`config.mk`:
```
export PLATFORM = sky130hd
export DESIGN_NAME = bwin_bridge
export DESIGN_NICKNAME = d
export VERILOG_FILES = /design/src/rtl/bwin_pkg.sv /design/src/rtl/bwin_window.sv /design/src/rtl/bwin_regfile.sv /design/src/rtl/bwin_bridge.sv
export SDC_FILE = /design/constraint.sdc
export NUM_CORES = 1
export LEC_CHECK = 0
export BUFFER_PORTS_ARGS = -buffer_cell sky130_fd_sc_hd__buf_2
export CELL_PAD_IN_SITES_DETAIL_PLACEMENT = 0
export CELL_PAD_IN_SITES_GLOBAL_PLACEMENT = 1
export CORE_MARGIN = 4
export CORE_UTILIZATION = 55
export CTS_BUF_LIST = sky130_fd_sc_hd__clkbuf_16
export DETAILED_ROUTE_END_ITERATION = 6
export PLACE_DENSITY_LB_ADDON = 0.1
export SETUP_SLACK_MARGIN = 0.3
export SYNTH_ARGS = -nofsm -noshare
export SYNTH_HDL_FRONTEND = slang
export SYNTH_HIERARCHICAL = 1
export SYNTH_SLANG_ARGS = --single-unit
export TNS_END_PERCENT = 100
```
`constraint.sdc`:
```
create_clock -name clk -period 4.3 [get_ports clk]
set_clock_uncertainty 0.1 [all_clocks]
set_input_delay 0.43 -clock clk [delete_from_list [all_inputs] [get_ports clk]]
set_output_delay 0.43 -clock clk [all_outputs]
set_load 0.02 [all_outputs]
```
`src/rtl/bwin_pkg.sv`:
```
package bwin_pkg;

    localparam int WR_W  = 17;
    localparam int WIN_W = 32;

    localparam logic [7:0] TX_BASE   = 8'h10;
    localparam logic [7:0] RX_BASE   = 8'h20;
    localparam logic [7:0] CTRL_MASK = 8'h07;
    localparam int         NUM_SLOT  = 10;

    typedef enum logic [1:0] {
        KIND_RETRY = 2'd0,
        KIND_NEW   = 2'd1,
        KIND_NEXT  = 2'd2,
        KIND_RSVD  = 2'd3
    } xfer_kind_e;

    typedef struct packed {
        logic [7:0] rdata;
        logic       busy;
        logic [5:0] rsvd;
        logic       wr;
        logic [7:0] wdata;
        logic [7:0] addr;
    } win_word_t;

    typedef struct packed {
        logic       wr;
        logic [7:0] data;
        logic [7:0] addr;
    } acc_req_t;

    typedef struct packed {
        logic       hit;
        logic [3:0] idx;
    } slot_t;

    function automatic slot_t slot_lookup(input logic [7:0] a);
        slot_t s;
        s.hit = 1'b1;
        case (a)
            8'h00:   s.idx = 4'd0;
            8'h01:   s.idx = 4'd1;
            8'h02:   s.idx = 4'd2;
            8'h05:   s.idx = 4'd3;
            8'h06:   s.idx = 4'd4;
            8'h07:   s.idx = 4'd5;
            8'h08:   s.idx = 4'd6;
            8'h09:   s.idx = 4'd7;
            8'h30:   s.idx = 4'd8;
            8'h31:   s.idx = 4'd9;
            default: begin s.hit = 1'b0; s.idx = 4'd0; end
        endcase
        return s;
    endfunction

    function automatic logic in_buf(input logic [7:0] a, input logic [7:0] base,
                                    input int len);
        return (a >= base) && ({24'd0, a} < ({24'd0, base} + len));
    endfunction

endpackage

```
`src/rtl/bwin_window.sv`:
```
module bwin_window
    import bwin_pkg::*;
#(
    parameter int ACC_LAT = 4
) (
    input  logic             clk,
    input  logic             rst,
    input  logic             win_wr,
    input  logic [WR_W-1:0]  win_wdata,
    input  logic [7:0]       rd_byte,
    output logic [WIN_W-1:0] win_rdata,
    output acc_req_t         req,
    output logic             done
);
    localparam int CNT_W = $clog2(ACC_LAT + 1);

    logic             busy;
    logic [CNT_W-1:0] cnt;
    logic [7:0]       rd_q;
    acc_req_t         req_q;
    win_word_t        w;

    assign done = busy && (cnt == CNT_W'(1));
    assign req  = req_q;

    always_ff @(posedge clk) begin
        if (rst) begin
            busy  <= 1'b0;
            cnt   <= '0;
            rd_q  <= '0;
            req_q <= '0;
        end else if (win_wr && !busy) begin
            req_q.wr   <= win_wdata[16];
            req_q.data <= win_wdata[15:8];
            req_q.addr <= win_wdata[7:0];
            busy       <= 1'b1;
            cnt        <= CNT_W'(ACC_LAT);
        end else if (busy) begin
            cnt <= cnt - CNT_W'(1);
            if (done) begin
                busy <= 1'b0;
                if (!req_q.wr) rd_q <= rd_byte;
            end
        end
    end

    always_comb begin
        w       = '0;
        w.addr  = req_q.addr;
        w.wdata = req_q.data;
        w.wr    = req_q.wr;
        w.busy  = busy;
        w.rdata = rd_q;
    end

    assign win_rdata = w;

endmodule

```
`src/rtl/bwin_regfile.sv`:
```
module bwin_regfile
    import bwin_pkg::*;
#(
    parameter int BUF_LEN = 16
) (
    input  logic       clk,
    input  logic       rst,
    input  logic       wr_en,
    input  logic [7:0] addr,
    input  logic [7:0] wdata,
    output logic [7:0] rdata,
    output logic       send,
    output logic [1:0] kind
);
    localparam int IDX_W = (BUF_LEN > 1) ? $clog2(BUF_LEN) : 1;

    logic [7:0] slot_q [NUM_SLOT];
    logic [7:0] tx_q   [BUF_LEN];
    logic [7:0] rx_q   [BUF_LEN];

    slot_t      sl;
    logic       tx_hit, rx_hit;
    logic [IDX_W-1:0] bidx;

    assign sl     = slot_lookup(addr);
    assign tx_hit = in_buf(addr, TX_BASE, BUF_LEN);
    assign rx_hit = in_buf(addr, RX_BASE, BUF_LEN);
    assign bidx   = addr[IDX_W-1:0];

    for (genvar i = 0; i < NUM_SLOT; i++) begin : g_slot
        localparam logic [7:0] MASK = (i == 0) ? CTRL_MASK : 8'hFF;
        always_ff @(posedge clk) begin
            if (rst) slot_q[i] <= '0;
            else if (wr_en && sl.hit && (sl.idx == 4'(i))) slot_q[i] <= wdata & MASK;
        end
    end

    for (genvar i = 0; i < BUF_LEN; i++) begin : g_buf
        always_ff @(posedge clk) begin
            if (rst) begin
                tx_q[i] <= '0;
                rx_q[i] <= '0;
            end else if (wr_en && (bidx == IDX_W'(i))) begin
                if (tx_hit) tx_q[i] <= wdata;
                if (rx_hit) rx_q[i] <= wdata;
            end
        end
    end

    always_comb begin
        rdata = 8'h00;
        if (sl.hit)      rdata = slot_q[sl.idx];
        else if (tx_hit) rdata = tx_q[bidx];
        else if (rx_hit) rdata = rx_q[bidx];
    end

    assign send = slot_q[0][0];
    assign kind = slot_q[0][2:1];

endmodule

```
`src/rtl/bwin_bridge.sv`:
```
module bwin_bridge
    import bwin_pkg::*;
#(
    parameter int ACC_LAT = 4,
    parameter int BUF_LEN = 16
) (
    input  logic             clk,
    input  logic             rst,
    input  logic             win_wr,
    input  logic [WR_W-1:0]  win_wdata,
    output logic [WIN_W-1:0] win_rdata,
    output logic             tx_send,
    output logic [1:0]       tx_kind
);
    acc_req_t   req;
    logic       done;
    logic [7:0] rd_byte;

    bwin_window #(.ACC_LAT(ACC_LAT)) u_window (
        .clk       (clk),
        .rst       (rst),
        .win_wr    (win_wr),
        .win_wdata (win_wdata),
        .rd_byte   (rd_byte),
        .win_rdata (win_rdata),
        .req       (req),
        .done      (done)
    );

    bwin_regfile #(.BUF_LEN(BUF_LEN)) u_regs (
        .clk   (clk),
        .rst   (rst),
        .wr_en (done && req.wr),
        .addr  (req.addr),
        .wdata (req.data),
        .rdata (rd_byte),
        .send  (tx_send),
        .kind  (tx_kind)
    );

endmodule

```
Word-level counts from Yosys, hierarchy flattened
Memory sizes are Yosys's and may differ from the RTL's. A register that Yosys moved wholly into a read port is not among the register bits.
Cells that the tools add are included.
{"block": "totals", "output_inout_bits": 35, "ramBits": 336, "latch_bits": 0, "inputBits": 20, "mem_bits_ro": 0, "mem_count": 3, "reg_bits": 29, "word_cells": 319}
{"block": "op_classes", "shift": 0, "bitwise_logic": 44, "add_sub_neg": 1, "n_lt_le_gt_ge": 4, "div": 0, "n_reduce_logical": 40, "mul": 0, "n_mux": 186, "eq_ne": 34}
{"name": "u_regs.rx_q", "depth": 16, "width": 8, "read_ports": 1, "rd_clocked_by_memory_dff": 1, "write_ports": 16, "line_no": "bwin_regfile.sv:19", "source": "logic [7:0] rx_q [BUF_LEN];"}
{"name": "u_regs.tx_q", "depth": 16, "width": 8, "read_ports": 1, "rd_clocked_by_memory_dff": 1, "write_ports": 16, "line_no": "bwin_regfile.sv:18", "source": "logic [7:0] tx_q [BUF_LEN];"}
{"name": "u_regs.slot_q", "depth": 10, "width": 8, "read_ports": 2, "rd_clocked_by_memory_dff": 0, "write_ports": 10, "line_no": "bwin_regfile.sv:17", "source": "logic [7:0] slot_q [NUM_SLOT];"}
{"op": "$mux 8", "n": 45}
{"op": "$mux 1", "n": 134}
{"op": "$or 1x1->1", "n": 42}
{"op": "$eq 4x4->1 const B", "n": 10}
{"op": "$pmux 4 s9", "n": 1}
{"op": "$eq 4x3->1 const B", "n": 8}
{"op": "$logic_and 1x1->1", "n": 32}
{"op": "$eq 8x3->1 const B", "n": 3}
{"op": "$eq 4x2->1 const B", "n": 4}
{"op": "$eq 8x4->1 const B", "n": 2}
{"op": "$eq 8x6->1 const B", "n": 2}
{"op": "$lt 8x6->1 const B", "n": 2}
{"op": "$mux 4", "n": 4}
{"op": "$reduce_or 10->1", "n": 1}
{"op": "$eq 4x1->1 const B", "n": 2}
{"op": "$eq 8x1->1 const B", "n": 1}
{"op": "$eq 8x2->1 const B", "n": 1}
{"op": "$ge 8x5->1 const B", "n": 1}
{"op": "$ge 8x6->1 const B", "n": 1}
{"op": "$logic_not 4->1", "n": 2}
{"op": "$logic_not 8->1", "n": 1}
{"op": "$mux 3", "n": 2}
{"op": "$reduce_and 4->1", "n": 1}
{"op": "$eq 3x1->1 const B", "n": 1}
{"op": "5 further kinds", "n": 6}

Depth between registers and ports, before layout
{"block": "depth", "depth_word": 9, "depth_mapped": 12, "mapped_depth_nobuf": 9}

Hierarchy
The synthesis kept the hierarchy.
{"mod": "bwin_regfile", "area_per_inst_um2": 15849.0, "cells_each": 1088, "seq_area_each_um2": 9939.5, "instances": 1}
{"mod": "bwin_window", "area_per_inst_um2": 1290.0, "cells_each": 150, "seq_area_each_um2": 580.6, "instances": 1}
{"mod": "bwin_bridge", "area_per_inst_um2": 6.3, "cells_each": 1, "seq_area_each_um2": 0.0, "instances": 1}

Worst setup path before layout
No wires, ideal clock.
{"block": "synth_path", "path_type": "register to register", "start": "register u_window/req[0] (netlist name)", "end": "register u_window.rd_q[0]", "arrival_ns": 2.520, "stages_incl_launch_ff": 9, "path_buffers": 2, "path_slack_ns": 1.563, "setup_time_ns": 0.117, "required_time_ns": 4.083, "path_cell_list": "dfxtp_1 buf_2 buf_2 mux4_2 mux4_2 a2111oi_0 a21oi_1 mux2i_1 nor2_1"}
{"block": "synth_between", "elab_chain_cells": 5, "word_cells_on_any_way": 23, "cone_classes": "order compare: 4; eq/ne: 9; mux: 5; reduce/logical: 4; memory: 1"}
{"element": "branches (longest 4 deep; another with $mem_v2 10x8)"}
{"element": "$mux 8 *", "line_no": "bwin_regfile.sv:52", "source": "if (sl.hit) rdata = slot_q[sl.idx];"}
{"element": "named net rd_byte[0]", "line_no": "bwin_bridge.sv:17", "source": "logic [7:0] rd_byte;"}
{"element": "end signal: assignment", "line_no": "bwin_window.sv:42", "source": "if (!req_q.wr) rd_q <= rd_byte;"}
{"element": "end: declaration", "line_no": "bwin_window.sv:19", "source": "logic [7:0] rd_q;"}
Mark *: on every way through the listed nets, which the timed path passes.
A chain may end at the register's enable or synchronous reset.

Worst setup path in the final report
{"block": "layout_path", "start": "register u_window/req[0] (netlist name)", "end": "register u_window.rd_q[0]"}
{"block": "layout_between", "elab_chain_cells": 5, "word_cells_on_any_way": 23, "cone_classes": "order compare: 4; eq/ne: 9; mux: 5; reduce/logical: 4; memory: 1"}
{"element": "branches (longest 4 deep; another with $mem_v2 10x8)"}
{"element": "$mux 8 *", "line_no": "bwin_regfile.sv:52"}
{"element": "named net rd_byte[0]", "line_no": "bwin_bridge.sv:17"}
Marked as above.

==> results.cfg <==
[global_routing]
antenna_found_initial = 0
grt_max_degree = 67
track_usage = 0.258
grt_pass1_vias = 10200
overflow = 0
grt_pass1_wl_um = 65700

[yosys]
synthFlopType = edfxtp_1
synth-seq-area-share = 0.614
synth_mux_area_frac = 0.128
synth_top_area_share = 0.580
synthTopCellsByArea = edfxtp_1 58%, mux4_2 9.5%, and2_1 7.0%
synth_compound_area_frac = 0.0499
ys_types = 58
netlist_area_um2 = 17100
synth_common_cells = 331 x edfxtp_1, 191 x and2_1, 150 x and3_1
syn_area_per_cell_um2 = 13.8
yosys.area_share.simple = 0.168
synthesis.instances = 1239
yosys_warnings = 6
async_flop_share = 0
synth_seq_cells = 360
yosysMostFrequentCell = edfxtp_1
synth_xor_area_frac = 0
synth_edf_count = 331
synth_top_family_by_area = simple AND/OR/NAND/NOR gates
synth-adder-area-share = 0.00146
synth_area_leader_cell = edfxtp_1

[route]
antenna_left = 0
wl_um = 43600
via_per_inst = 6.20
wire_per_inst_um = 26.4
num_vias = 10300
drc_errors = 0
drt-pass1-iter-count = 5
drt-initial-drc-count = 1057

[pwr]
seqPwrFrac = 0.518
p_per_area_nw_per_um2 = 417
p_sw_mw = 1.81
internal-power_mw = 6.00
comb_power_share = 0.073
power_frac_clock = 0.409
ir_drop_v = 0.000252
switching_share = 0.231
leakage_nw = 7.32

[clock_tree]
hold_buffers = 0
clk_pin_slew_ps = 60
cts-root-buf = clkbuf_16
cts_inserted_buffers = 39
clk_path_buf_depth = 3
ctsResizeCount = 0
post_cts_buffers = 0
tritoncts = done
htree_levels = 2
clkSinkCount = 360
clkLatencyLatePin_ps = 530

[place]
dpl_cell_area_um2 = 17500
gp_congestion = 0.881
io_buffer_count = 48
dp_hpwl_um = 27300

[die]
die_area_um2 = 34100
die_w_um = 185
core_area_um2 = 30700
rows = 64
start_util = 0.559
ios = 55
dieHeight_um = 185

[worst_setup_path]
critical_path.startpoint = u_window/req[0]
cp_data_arrival_time_ps = 3670
cp_max_fo = 50
r2r_cells = 8
path_class = register to register
worstSetupEndpointType = register
startpoint_type = register
rrSetupSlack_ps = 920
r2r_end = u_window/rd_q[0]
timing.rr.start = u_window/req[0]
critPathRequiredTime_ps = 4590

[timing]
grt_setup_unrepaired = false
whs_ps = 34.6
fin_crit_sh = 0.785
slew_violations = 0
period_needed_ps = 3380
final-setup-viol-count = 0
worst_pin_slew_ps = 1070
maxSlewHeadroom = 0.288
hold_viol_final = 0
max_freq_ghz = 0.296
tns_ps = 0

[finish]
nFillCells = 2357
area_delta_synth_final_pct = 9.25
fin_area_um2 = 18700
nNetsFinal = 1249
layout-drive-gt1-share = 0.185

[job]
drv_cap = 0

[hold_path]
hold_class = primary input to register
holdPathEnd = u_window/req[15]
hold_depth = 3
hold_start = win_wdata[15]

[run_status]
outcome = completed
[registers in the layout, summed over array words and instances, names as in the netlist]
register	flops
u_regs/slot_q	75
u_regs/rx_q	128
u_window/busy	1
u_regs/tx_q	128
u_window/cnt	3
u_window/rd_q	8
u_window/req	17
[worst max-delay path, cell delays in order (launching register included)]
cell and delay, ps:
dfxtp_4 980, mux2i_1 190, nor3_2 270, or2_1 560
o21ai_0 270, a221oi_1 500, a21oi_1 140, mux2i_1 170
nor2_1 60
[placed cells by master, fill, tap and decap left out, drive strengths merged, types with 3 or more instances in the layout]
cell     instances
conb             6
a21o            31
clkbuf          43
a211oi           7
buf             76
o21ai           11
nand3            4
inv             12
a221oi           7
and2           191
mux2            14
clkinv          16
o21bai           9
nor3             7
edfxtp         331
o2bb2ai          4
a21oi           29
nor2            46
dfxtp           29
a221o            4
a41o             3
nand2           61
mux4            72
o22ai            6
nor4             6
nand2b           7
nor3b            6
mux2i           41
and3           150
[per-stage QoR]
step,total power [mW],util,instances,setup WS [ps]
finish,7.81,0.611,1654,923
global route,8.06,0.611,1653,680
CTS,7.86,0.611,1653,944
detailed placement,4.68,0.571,1582,960
global placement,4.68,0.571,1582,942
floorplan,4.48,-,1244,1560
[routing by layer]
layer / vias to the layer above / share of wire / GRT usage
met5: - / 0 / 0
met4: 0 / 0.025 / 0.0734
met3: 68 / 0.070 / 0.0422
met2: 393 / 0.47 / 0.407
met1: 5206 / 0.43 / 0.377
li1: 4587 / - / -
[area by class of cell]
class,count,area [um^2],area share
diodes,1,2.50,0.000134
clock buffers,43,1080,0.0574
clock inverters,28,150,0.00802
inverters,2,7.51,0.000401
multi-input cells,748,6000,0.320
flip-flops and latches,360,10500,0.562
well taps,396,495,0.0265
repair buffers,76,463,0.0247
[power by group through the flow]
stage / registers, mW / clock network (mW) / logic, mW
2_1_floorplan: 4.03 / 0 / 0.449
3_3_place_gp: 4.12 / 0 / 0.561
3_5_place_dp: 4.12 / 0 / 0.563
4_1_cts: 4.05 / 3.25 / 0.565
5_1_grt: 4.06 / 3.39 / 0.604
6_report: 4.05 / 3.19 / 0.568
[worst max path at each step]
stage | to | slack, ps | cells past startpoint
after floorplan | u_window/rd_q[0] | 1560 | 8
after global placement | u_window/rd_q[2] | 940 | 8
after detailed placement | u_window/rd_q[4] | 960 | 7
after CTS | u_window/rd_q[4] | 940 | 7
after global routing | u_window/rd_q[2] | 680 | 8
final | u_window/rd_q[0] | 920 | 8
[cell families after synthesis]
| kind of cell | after synthesis |
|---|---|
| muxes | 127 |
| buffers and inverters | 136 |
| adders and majority gates | 2 |
| other | 1 |
| and+or+nand+nor | 492 |
| AOI/OAI and AO/OA | 121 |
| DFF | 360 |
(Power assumes the default switching activity.)
